**config.mk**
```make
export PLATFORM = sky130hd
export DESIGN_NAME = eff_addr_unit
export DESIGN_NICKNAME = d
export VERILOG_FILES = /design/src/rtl/eau_pkg.sv /design/src/rtl/eau_seq.sv /design/src/rtl/eau_bytes.sv /design/src/rtl/eau_addr.sv /design/src/rtl/eau_result.sv /design/src/rtl/eff_addr_unit.sv
export SDC_FILE = /design/constraint.sdc
export NUM_CORES = 1
export LEC_CHECK = 0
export BUFFER_PORTS_ARGS = -buffer_cell sky130_fd_sc_hd__buf_2
export CELL_PAD_IN_SITES_DETAIL_PLACEMENT = 0
export CELL_PAD_IN_SITES_GLOBAL_PLACEMENT = 1
export CORE_AREA = 3 3 135 137
export CTS_BUF_LIST = sky130_fd_sc_hd__clkbuf_16
export DETAILED_ROUTE_END_ITERATION = 10
export DIE_AREA = 0 0 138 140
export PLACE_DENSITY_LB_ADDON = 0.12
export SKIP_CTS_REPAIR_TIMING = 1
export SLEW_MARGIN = 40
export SYNTH_ARGS = -nofsm -noshare
export SYNTH_HDL_FRONTEND = slang
export SYNTH_SLANG_ARGS = --single-unit
```
**constraint.sdc**
```tcl
create_clock -name clk -period 3.7 [get_ports clk]
set_input_delay 0.37 -clock clk [delete_from_list [all_inputs] [get_ports clk]]
set_output_delay 0.37 -clock clk [all_outputs]
set_load 0.01 [all_outputs]
```
**src/rtl/eau_pkg.sv**
```systemverilog
package eau_pkg;
  parameter int unsigned EA_DW = 8;
  parameter int unsigned EA_AW = 2 * EA_DW;
  parameter int unsigned EA_CW = 4;
  parameter int unsigned EA_NSLOT = 4;

  typedef enum logic [3:0] {
    M_IMM  = 4'd0,
    M_ZP   = 4'd1,
    M_ABS  = 4'd2,
    M_ZPX  = 4'd3,
    M_ZPY  = 4'd4,
    M_ABSX = 4'd5,
    M_ABSY = 4'd6,
    M_INDX = 4'd7,
    M_INDY = 4'd8,
    M_IND  = 4'd9
  } am_e;

  typedef enum logic [1:0] {
    K_READ  = 2'd0,
    K_STORE = 2'd1,
    K_RMW   = 2'd2,
    K_ALT   = 2'd3
  } kind_e;

  // state value n (1..4) issues the read that fills byte slot n-1
  typedef enum logic [2:0] {
    ST_IDLE = 3'd0,
    ST_OP0  = 3'd1,
    ST_OP1  = 3'd2,
    ST_PT0  = 3'd3,
    ST_PT1  = 3'd4,
    ST_FIN  = 3'd5
  } st_e;

  localparam int unsigned SL_OP0 = 0;
  localparam int unsigned SL_OP1 = 1;
  localparam int unsigned SL_PT0 = 2;
  localparam int unsigned SL_PT1 = 3;

  localparam logic [EA_CW-1:0] CYC_IMM   = EA_CW'(2);
  localparam logic [EA_CW-1:0] CYC_ZP    = EA_CW'(3);
  localparam logic [EA_CW-1:0] CYC_ABS   = EA_CW'(4);
  localparam logic [EA_CW-1:0] CYC_ZPIX  = EA_CW'(4);
  localparam logic [EA_CW-1:0] CYC_ABSIX = EA_CW'(5);
  localparam logic [EA_CW-1:0] CYC_JIND  = EA_CW'(5);
  localparam logic [EA_CW-1:0] CYC_PTR   = EA_CW'(6);
  localparam logic [EA_CW-1:0] CYC_RMW   = EA_CW'(2);

  function automatic am_e decode_mode(input logic [3:0] code);
    if (code > 4'd9) return M_IMM;
    return am_e'(code);
  endfunction
endpackage

```
**src/rtl/eau_seq.sv**
```systemverilog
module eau_seq
  import eau_pkg::*;
(
  input  logic clk,
  input  logic rst_n,
  input  logic start,
  input  am_e  mode,
  output st_e  state,
  output st_e  pend
);
  st_e state_q, state_d, pend_q;

  always_comb begin
    state_d = state_q;
    unique case (state_q)
      ST_IDLE: if (start) state_d = (mode == M_IMM) ? ST_FIN : ST_OP0;
      ST_OP0: begin
        unique case (mode)
          M_ABS, M_ABSX, M_ABSY, M_IND: state_d = ST_OP1;
          M_INDX, M_INDY:               state_d = ST_PT0;
          default:                      state_d = ST_FIN;
        endcase
      end
      ST_OP1:  state_d = (mode == M_IND) ? ST_PT0 : ST_FIN;
      ST_PT0:  state_d = ST_PT1;
      ST_PT1:  state_d = ST_FIN;
      ST_FIN:  state_d = ST_IDLE;
      default: state_d = ST_IDLE;
    endcase
  end

  always_ff @(posedge clk or negedge rst_n) begin
    if (!rst_n) begin
      state_q <= ST_IDLE;
      pend_q  <= ST_IDLE;
    end else begin
      state_q <= state_d;
      pend_q  <= state_q;
    end
  end

  assign state = state_q;
  assign pend  = pend_q;
endmodule

```
**src/rtl/eau_bytes.sv**
```systemverilog
module eau_bytes
  import eau_pkg::*;
(
  input  logic                             clk,
  input  logic                             rst_n,
  input  st_e                              pend,
  input  logic [EA_DW-1:0]                 rd_data,
  output logic [EA_NSLOT-1:0][EA_DW-1:0]   cur
);
  logic [EA_NSLOT-1:0][EA_DW-1:0] held_q;

  for (genvar i = 0; i < EA_NSLOT; i++) begin : g_slot
    logic hit;
    assign hit = (pend == st_e'(i + 1));

    always_ff @(posedge clk or negedge rst_n) begin
      if (!rst_n)   held_q[i] <= '0;
      else if (hit) held_q[i] <= rd_data;
    end

    // byte returning this cycle is forwarded without waiting for its register
    assign cur[i] = hit ? rd_data : held_q[i];
  end
endmodule

```
**src/rtl/eau_addr.sv**
```systemverilog
module eau_addr
  import eau_pkg::*;
(
  input  st_e                            state,
  input  am_e                            mode,
  input  logic [EA_AW-1:0]               pc,
  input  logic [EA_DW-1:0]               ix,
  input  logic [EA_NSLOT-1:0][EA_DW-1:0] bytes,
  output logic                           rd_en,
  output logic [EA_AW-1:0]               rd_addr
);
  localparam logic [EA_DW-1:0] PAGE0 = '0;

  logic [EA_DW-1:0] op0, op1, zp_ix;

  assign op0   = bytes[SL_OP0];
  assign op1   = bytes[SL_OP1];
  assign zp_ix = op0 + ix;

  always_comb begin
    rd_en   = 1'b1;
    rd_addr = '0;
    unique case (state)
      ST_OP0: rd_addr = pc + EA_AW'(1);
      ST_OP1: rd_addr = pc + EA_AW'(2);
      ST_PT0: begin
        unique case (mode)
          M_INDX:  rd_addr = {PAGE0, zp_ix};
          M_IND:   rd_addr = {op1, op0};
          default: rd_addr = {PAGE0, op0};
        endcase
      end
      ST_PT1: begin
        unique case (mode)
          M_INDX:  rd_addr = {PAGE0, EA_DW'(zp_ix + EA_DW'(1))};
          M_IND:   rd_addr = {op1, EA_DW'(op0 + EA_DW'(1))};
          default: rd_addr = {PAGE0, EA_DW'(op0 + EA_DW'(1))};
        endcase
      end
      default: rd_en = 1'b0;
    endcase
  end
endmodule

```
**src/rtl/eau_result.sv**
```systemverilog
module eau_result
  import eau_pkg::*;
(
  input  am_e                            mode,
  input  kind_e                          kind,
  input  logic [EA_AW-1:0]               pc,
  input  logic [EA_DW-1:0]               x,
  input  logic [EA_DW-1:0]               y,
  input  logic [EA_NSLOT-1:0][EA_DW-1:0] bytes,
  output logic [EA_AW-1:0]               ea,
  output logic                           same_page,
  output logic [1:0]                     pc_step,
  output logic [EA_CW-1:0]               cycles
);
  localparam logic [EA_DW-1:0] PAGE0 = '0;

  logic [EA_DW-1:0] ix, lo, hi;
  logic [EA_DW:0]   lo_sum;
  logic [EA_CW-1:0] base;
  logic             sens;

  always_comb begin
    ix = (mode == M_ZPY || mode == M_ABSY || mode == M_INDY) ? y : x;
    lo = (mode == M_INDX || mode == M_INDY || mode == M_IND) ? bytes[SL_PT0] : bytes[SL_OP0];
    hi = (mode == M_INDX || mode == M_INDY || mode == M_IND) ? bytes[SL_PT1] : bytes[SL_OP1];
    lo_sum = {1'b0, lo} + {1'b0, ix};
  end

  always_comb begin
    ea        = {hi, lo};
    same_page = 1'b1;
    pc_step   = 2'd1;
    base      = CYC_IMM;
    sens      = 1'b0;
    unique case (mode)
      M_IMM: ea = pc + EA_AW'(1);
      M_ZP: begin
        ea   = {PAGE0, lo};
        base = CYC_ZP;
      end
      M_ZPX, M_ZPY: begin
        ea   = {PAGE0, lo_sum[EA_DW-1:0]};
        base = CYC_ZPIX;
      end
      M_ABS: begin
        pc_step = 2'd2;
        base    = CYC_ABS;
      end
      M_ABSX, M_ABSY, M_INDY: begin
        ea        = {hi, lo} + {PAGE0, ix};
        same_page = ~lo_sum[EA_DW];
        pc_step   = (mode == M_INDY) ? 2'd1 : 2'd2;
        base      = (mode == M_INDY) ? CYC_PTR : CYC_ABSIX;
        sens      = 1'b1;
      end
      M_INDX: base = CYC_PTR;
      M_IND: begin
        pc_step = 2'd2;
        base    = CYC_JIND;
      end
      default: ea = pc + EA_AW'(1);
    endcase
  end

  always_comb begin
    if (mode == M_IMM || mode == M_IND) begin
      cycles = base;
    end else begin
      unique case (kind)
        K_RMW:   cycles = base + CYC_RMW;
        K_STORE: cycles = base;
        default: cycles = base - EA_CW'(sens & same_page);
      endcase
    end
  end
endmodule

```
**src/rtl/eff_addr_unit.sv**
```systemverilog
module eff_addr_unit
  import eau_pkg::*;
(
  input  logic                 clk,
  input  logic                 rst_n,
  input  logic                 req_valid,
  output logic                 req_ready,
  input  logic [3:0]           req_mode,
  input  logic [1:0]           req_kind,
  input  logic [EA_AW-1:0]     req_pc,
  input  logic [EA_DW-1:0]     req_x,
  input  logic [EA_DW-1:0]     req_y,
  output logic                 mem_rd_en,
  output logic [EA_AW-1:0]     mem_rd_addr,
  input  logic [EA_DW-1:0]     mem_rd_data,
  output logic                 done,
  output logic [EA_AW-1:0]     ea,
  output logic                 same_page,
  output logic [1:0]           pc_step,
  output logic [EA_CW-1:0]     cycles
);
  st_e                            state, pend;
  am_e                            mode_q, seq_mode;
  kind_e                          kind_q;
  logic [EA_AW-1:0]               pc_q;
  logic [EA_DW-1:0]               x_q, y_q, addr_ix;
  logic                           accept;
  logic [EA_NSLOT-1:0][EA_DW-1:0] bytes;
  logic [EA_AW-1:0]               r_ea;
  logic                           r_sp;
  logic [1:0]                     r_step;
  logic [EA_CW-1:0]               r_cyc;

  assign req_ready = (state == ST_IDLE);
  assign accept    = req_valid && req_ready;
  // in idle the sequencer picks its first step from the incoming code
  assign seq_mode  = (state == ST_IDLE) ? decode_mode(req_mode) : mode_q;
  assign addr_ix   = (mode_q == M_INDX) ? x_q : y_q;

  always_ff @(posedge clk or negedge rst_n) begin
    if (!rst_n) begin
      mode_q <= M_IMM;
      kind_q <= K_READ;
      pc_q   <= '0;
      x_q    <= '0;
      y_q    <= '0;
    end else if (accept) begin
      mode_q <= decode_mode(req_mode);
      kind_q <= kind_e'(req_kind);
      pc_q   <= req_pc;
      x_q    <= req_x;
      y_q    <= req_y;
    end
  end

  eau_seq u_seq (
    .clk   (clk),
    .rst_n (rst_n),
    .start (accept),
    .mode  (seq_mode),
    .state (state),
    .pend  (pend)
  );

  eau_bytes u_bytes (
    .clk     (clk),
    .rst_n   (rst_n),
    .pend    (pend),
    .rd_data (mem_rd_data),
    .cur     (bytes)
  );

  eau_addr u_addr (
    .state   (state),
    .mode    (mode_q),
    .pc      (pc_q),
    .ix      (addr_ix),
    .bytes   (bytes),
    .rd_en   (mem_rd_en),
    .rd_addr (mem_rd_addr)
  );

  eau_result u_result (
    .mode      (mode_q),
    .kind      (kind_q),
    .pc        (pc_q),
    .x         (x_q),
    .y         (y_q),
    .bytes     (bytes),
    .ea        (r_ea),
    .same_page (r_sp),
    .pc_step   (r_step),
    .cycles    (r_cyc)
  );

  always_ff @(posedge clk or negedge rst_n) begin
    if (!rst_n) begin
      done      <= 1'b0;
      ea        <= '0;
      same_page <= 1'b0;
      pc_step   <= '0;
      cycles    <= '0;
    end else begin
      done <= (state == ST_FIN);
      if (state == ST_FIN) begin
        ea        <= r_ea;
        same_page <= r_sp;
        pc_step   <= r_step;
        cycles    <= r_cyc;
      end
    end
  end
endmodule

```
==> flow_metrics.py <==
metrics = {
    "routing": {
        "vias": 6449,
        "totalWireLength_um": 22500,
        "firstDrtPassIters": 6,
        "detail_route.drc_violations": 0,
        "detail_route.vias_per_cell": 5.697,
        "first_iter_violations": 432,
        "avgRoutedWirePerCell_um": 19.87,
        "drtAntennaViolNets": 0,
    },
    "clocking": {
        "numClockSinks": 100,
        "clockRootBuffer": "sky130_fd_sc_hd__clkbuf_16",
        "tritoncts": "built",
        "cts_max_path_buffers": 2,
        "htreeDepth": 3,
        "clk_pin_slew_ns": 0.08,
        "cts_inserted_buffers": 9,
        "clock_insertion_delay_worst_skew_ns": 0.36,
    },
    "timing": {
        "worst-slew-pin-transition_ns": 0.7338,
        "maxSlewHeadroom_pct": 51.08,
        "timing.final.crit_share_pct": 107.2,
        "final_max_slew_viol_count": 0,
        "timing.clock.skew_ns": 0.008284,
        "hold_violations": 0,
        "postLayoutSetupSlackWorst_ns": -0.2648,
        "timing.final.setup_violations": 5,
        "final_period_minus_worst_setup_slack_ns": 3.965,
        "rsz0062_at_grt": "true",
        "achievable-frequency_mhz": 252.2,
    },
    "global_route": {
        "grt.total_usage_pct": 22.68,
        "grt_pass1_vias": 6290,
        "global_route_wire_length_before_repair_um": 35150,
        "grt_max_degree": 80,
        "global_route.overflow_total": 0,
        "initial_antenna_violation_count": 0,
    },
    "worst_setup_path": {
        "worst_r2r_endpoint": "cycles[2]",
        "cp-endpoint": "mem_rd_addr[7]",
        "critPathLaunch": "u_seq.pend[2]",
        "worst_path_most_repeated_cell": "sky130_fd_sc_hd__a21oi_2",
        "crit_chain": "or3b_4 -> buf_6 -> mux2i_4 -> inv_1 -> ha_4 -> a21o_1 -> a21oi_2 -> a32oi_2 -> buf_4 -> nand3_1 -> nand2_1 -> o31a_1 -> or3_4 -> a21oi_2 -> buf_2",
        "critPathLaunchType": "flop",
        "worst_stage_delay_on_the_critical_path_ns": 0.48,
        "crit_fanout": 4,
        "cp-end-kind": "output pin",
        "crit_type": "flop to output pin",
        "reg2reg_setup_slack_ns": -0.10,
        "worst_path_max_delay_cell": "sky130_fd_sc_hd__or3b_4",
        "critical_path_required_ns": 3.33,
        "worstRegToRegCells": 21,
        "critPathArrivalTime_ns": 3.59,
        "r2r-start": "u_seq.pend[2]",
    },
    "die": {
        "chipWidth_um": 138,
        "i_o_pin_count": 91,
        "placementRows": 48,
        "starting_density_of_the_core_pct": 40.94,
        "dieHeight_um": 140,
        "die_area_mm2": 0.01932,
        "floorplan_core_area_mm2": 0.01718,
    },
    "finish": {
        "drive_above_1_share_pct": 37.60,
        "nFillCells": 1652,
        "synthToLayoutAreaGrowth_pct": 26.57,
        "inserted_diodes": 0,
        "finish.utilization_pct": 51.81,
        "design.final.nets": 978,
        "finalNonFillerCells": 1132,
    },
    "place": {
        "buffers_added_on_ports": 90,
        "pre_cts_slack_ns": -0.2221,
        "placed_cells": 1098,
        "hpwlAfterDp_um": 16870,
        "routabilityCongestion": 0.8925,
    },
    "yosys": {
        "post_synth.cell_area_avg_um2": 9.401,
        "post_synth_num_cell_types": 74,
        "gate_count_post_synth": 748,
        "yosys-top-cells-area": "sky130_fd_sc_hd__dfrtp_1, sky130_fd_sc_hd__mux2_2, sky130_fd_sc_hd__ha_1",
        "syn_area_mm2": 0.007032,
        "async_reset_ff_share_pct": 100.0,
        "synth_ff_type": "sky130_fd_sc_hd__dfrtp_1",
        "synth_top_area_cell": "sky130_fd_sc_hd__dfrtp_1",
        "postSynthRegisterBits": 100,
        "post-synth-top-area-fraction_pct": 35.59,
        "synth-edff-count": 0,
        "postSynthNetCount": 824,
        "synthesis.yosys.warnings": 0,
        "seq_area_frac_synth_pct": 35.59,
    },
    "run_status": {
        "failing_checks": "setup timing",
        "status": "complete, but fails checks",
    },
    "hold_path": {
        "holdCritPathClass": "input port to asynchronous set/reset pin",
    },
    "run": {
        "maxCapViolCount": 0,
    },
}
worst min-delay path by stage:
stage | end | slack, ns | depth (start not counted)
after floorplan | cycles[0] | 0.07 | 0
after detailed placement | cycles[3] | 0.47 | 2
final | u_bytes.held_q[4] | 0.03 | 1
after CTS | u_bytes.held_q[4] | 0.09 | 1
after global placement | u_bytes.held_q[22] | 0.46 | 2
after global routing | u_bytes.held_q[4] | 0.1 | 1
stage by stage:
step	TNS [ns]	hold WS, ns	instance area (um2)
2_1_floorplan	-0.009216	0.07441	7114
3_3_place_gp	-0.2823	0.4638	8208
3_5_place_dp	-0.8515	0.4659	8217
4_1_cts	-2.478	0.09491	8501
5_1_grt	-1.684	0.09639	8900
6_report	-0.6461	0.03150	8900
flip-flops by register name (all words and copies together), names as in the netlist:
name and count:
mode_q 4, pc_step 2, same_page 1, cycles 4, u_seq.state 3, ea 16
u_bytes.held_q 32, done 1, pc_q 16, u_seq.pend 3, y_q 8, x_q 8
kind_q 2
cells by family (layout without fill, tap and decap cells):
family                     after synthesis  in the layout  synth area share, %
DFF                                    100            100                35.59
buffers and inverters                   69            228                4.128
AOI/OAI and AO/OA                      202            202                19.88
xor gates and xnor gates                45             45                5.605
and+or+nand+nor                        217            217                15.45
muxes                                   88             88                14.34
adders and majority gates               27             27                5.018
routing by layer:
| metal | wire length, um | vias to the layer above | global-route usage, % |
|---|---|---|---|
| li1 | - | 3070 | - |
| met1 | 10610 | 3159 | 32.73 |
| met2 | 10410 | 194 | 36.00 |
| met3 | 1140 | 26 | 3.721 |
| met4 | 339 | 0 | 5.148 |
| met5 | 0 | - | 0 |
final cells by class:
type | instances | area [um2] | area share (%)
Multi-Input combinational cell | 579 | 4546 | 51.08
Sequential cell | 100 | 2504 | 28.13
Timing Repair Buffer | 184 | 1180 | 13.26
Tap cell | 225 | 281.5 | 3.163
Clock buffer | 9 | 225.2 | 2.531
Inverter | 28 | 105.1 | 1.181
Clock inverter | 7 | 58.81 | 0.6608
layout by cell type, fill, tap and decap left out, types with 9 or more instances in the layout:
cell type                   count
sky130_fd_sc_hd__mux2i_1       11
sky130_fd_sc_hd__xor2_1        16
sky130_fd_sc_hd__clkbuf_16      9
sky130_fd_sc_hd__nor2_1        57
sky130_fd_sc_hd__xnor2_1       25
sky130_fd_sc_hd__o21ai_1       10
sky130_fd_sc_hd__o221ai_1      11
sky130_fd_sc_hd__inv_1         26
sky130_fd_sc_hd__o21ai_0       32
sky130_fd_sc_hd__buf_4         90
sky130_fd_sc_hd__nand3_1       11
sky130_fd_sc_hd__a21oi_1       42
sky130_fd_sc_hd__ha_1          17
sky130_fd_sc_hd__or3_1         12
sky130_fd_sc_hd__a21oi_2       10
sky130_fd_sc_hd__buf_2         89
sky130_fd_sc_hd__nand2_1       62
sky130_fd_sc_hd__a21o_1        13
sky130_fd_sc_hd__mux2_2        68
sky130_fd_sc_hd__nor3_1        13
sky130_fd_sc_hd__nand2b_1       9
sky130_fd_sc_hd__dfrtp_1       99
cells in the mapped netlist (13+ instances only):
library cell and count:
sky130_fd_sc_hd__o21ai_0 42, sky130_fd_sc_hd__ha_1 25, sky130_fd_sc_hd__mux2i_1 15, sky130_fd_sc_hd__a21oi_1 53, sky130_fd_sc_hd__xor2_1 16, sky130_fd_sc_hd__nor2_1 60
sky130_fd_sc_hd__mux2_2 69, sky130_fd_sc_hd__clkbuf_1 30, sky130_fd_sc_hd__a21o_1 13, sky130_fd_sc_hd__nor3_1 14, sky130_fd_sc_hd__xnor2_1 29, sky130_fd_sc_hd__nand2_1 63
sky130_fd_sc_hd__or3_1 13, sky130_fd_sc_hd__dfrtp_1 100, sky130_fd_sc_hd__inv_1 28
critical path: cells and delay by family, from the launching register on:
family	cells	cell delay, ns
multiplexers	1	0.18
AO/OA/AOI/OAI	5	0.87
buffers and inverters	4	0.61
adder cells (fa/ha/maj)	1	0.22
flip-flops	1	0.38
AND/OR/NAND/NOR	4	0.98
Power is not shown: default switching activity piles up to over one toggle a cycle in this logic, so the estimate is an artifact.
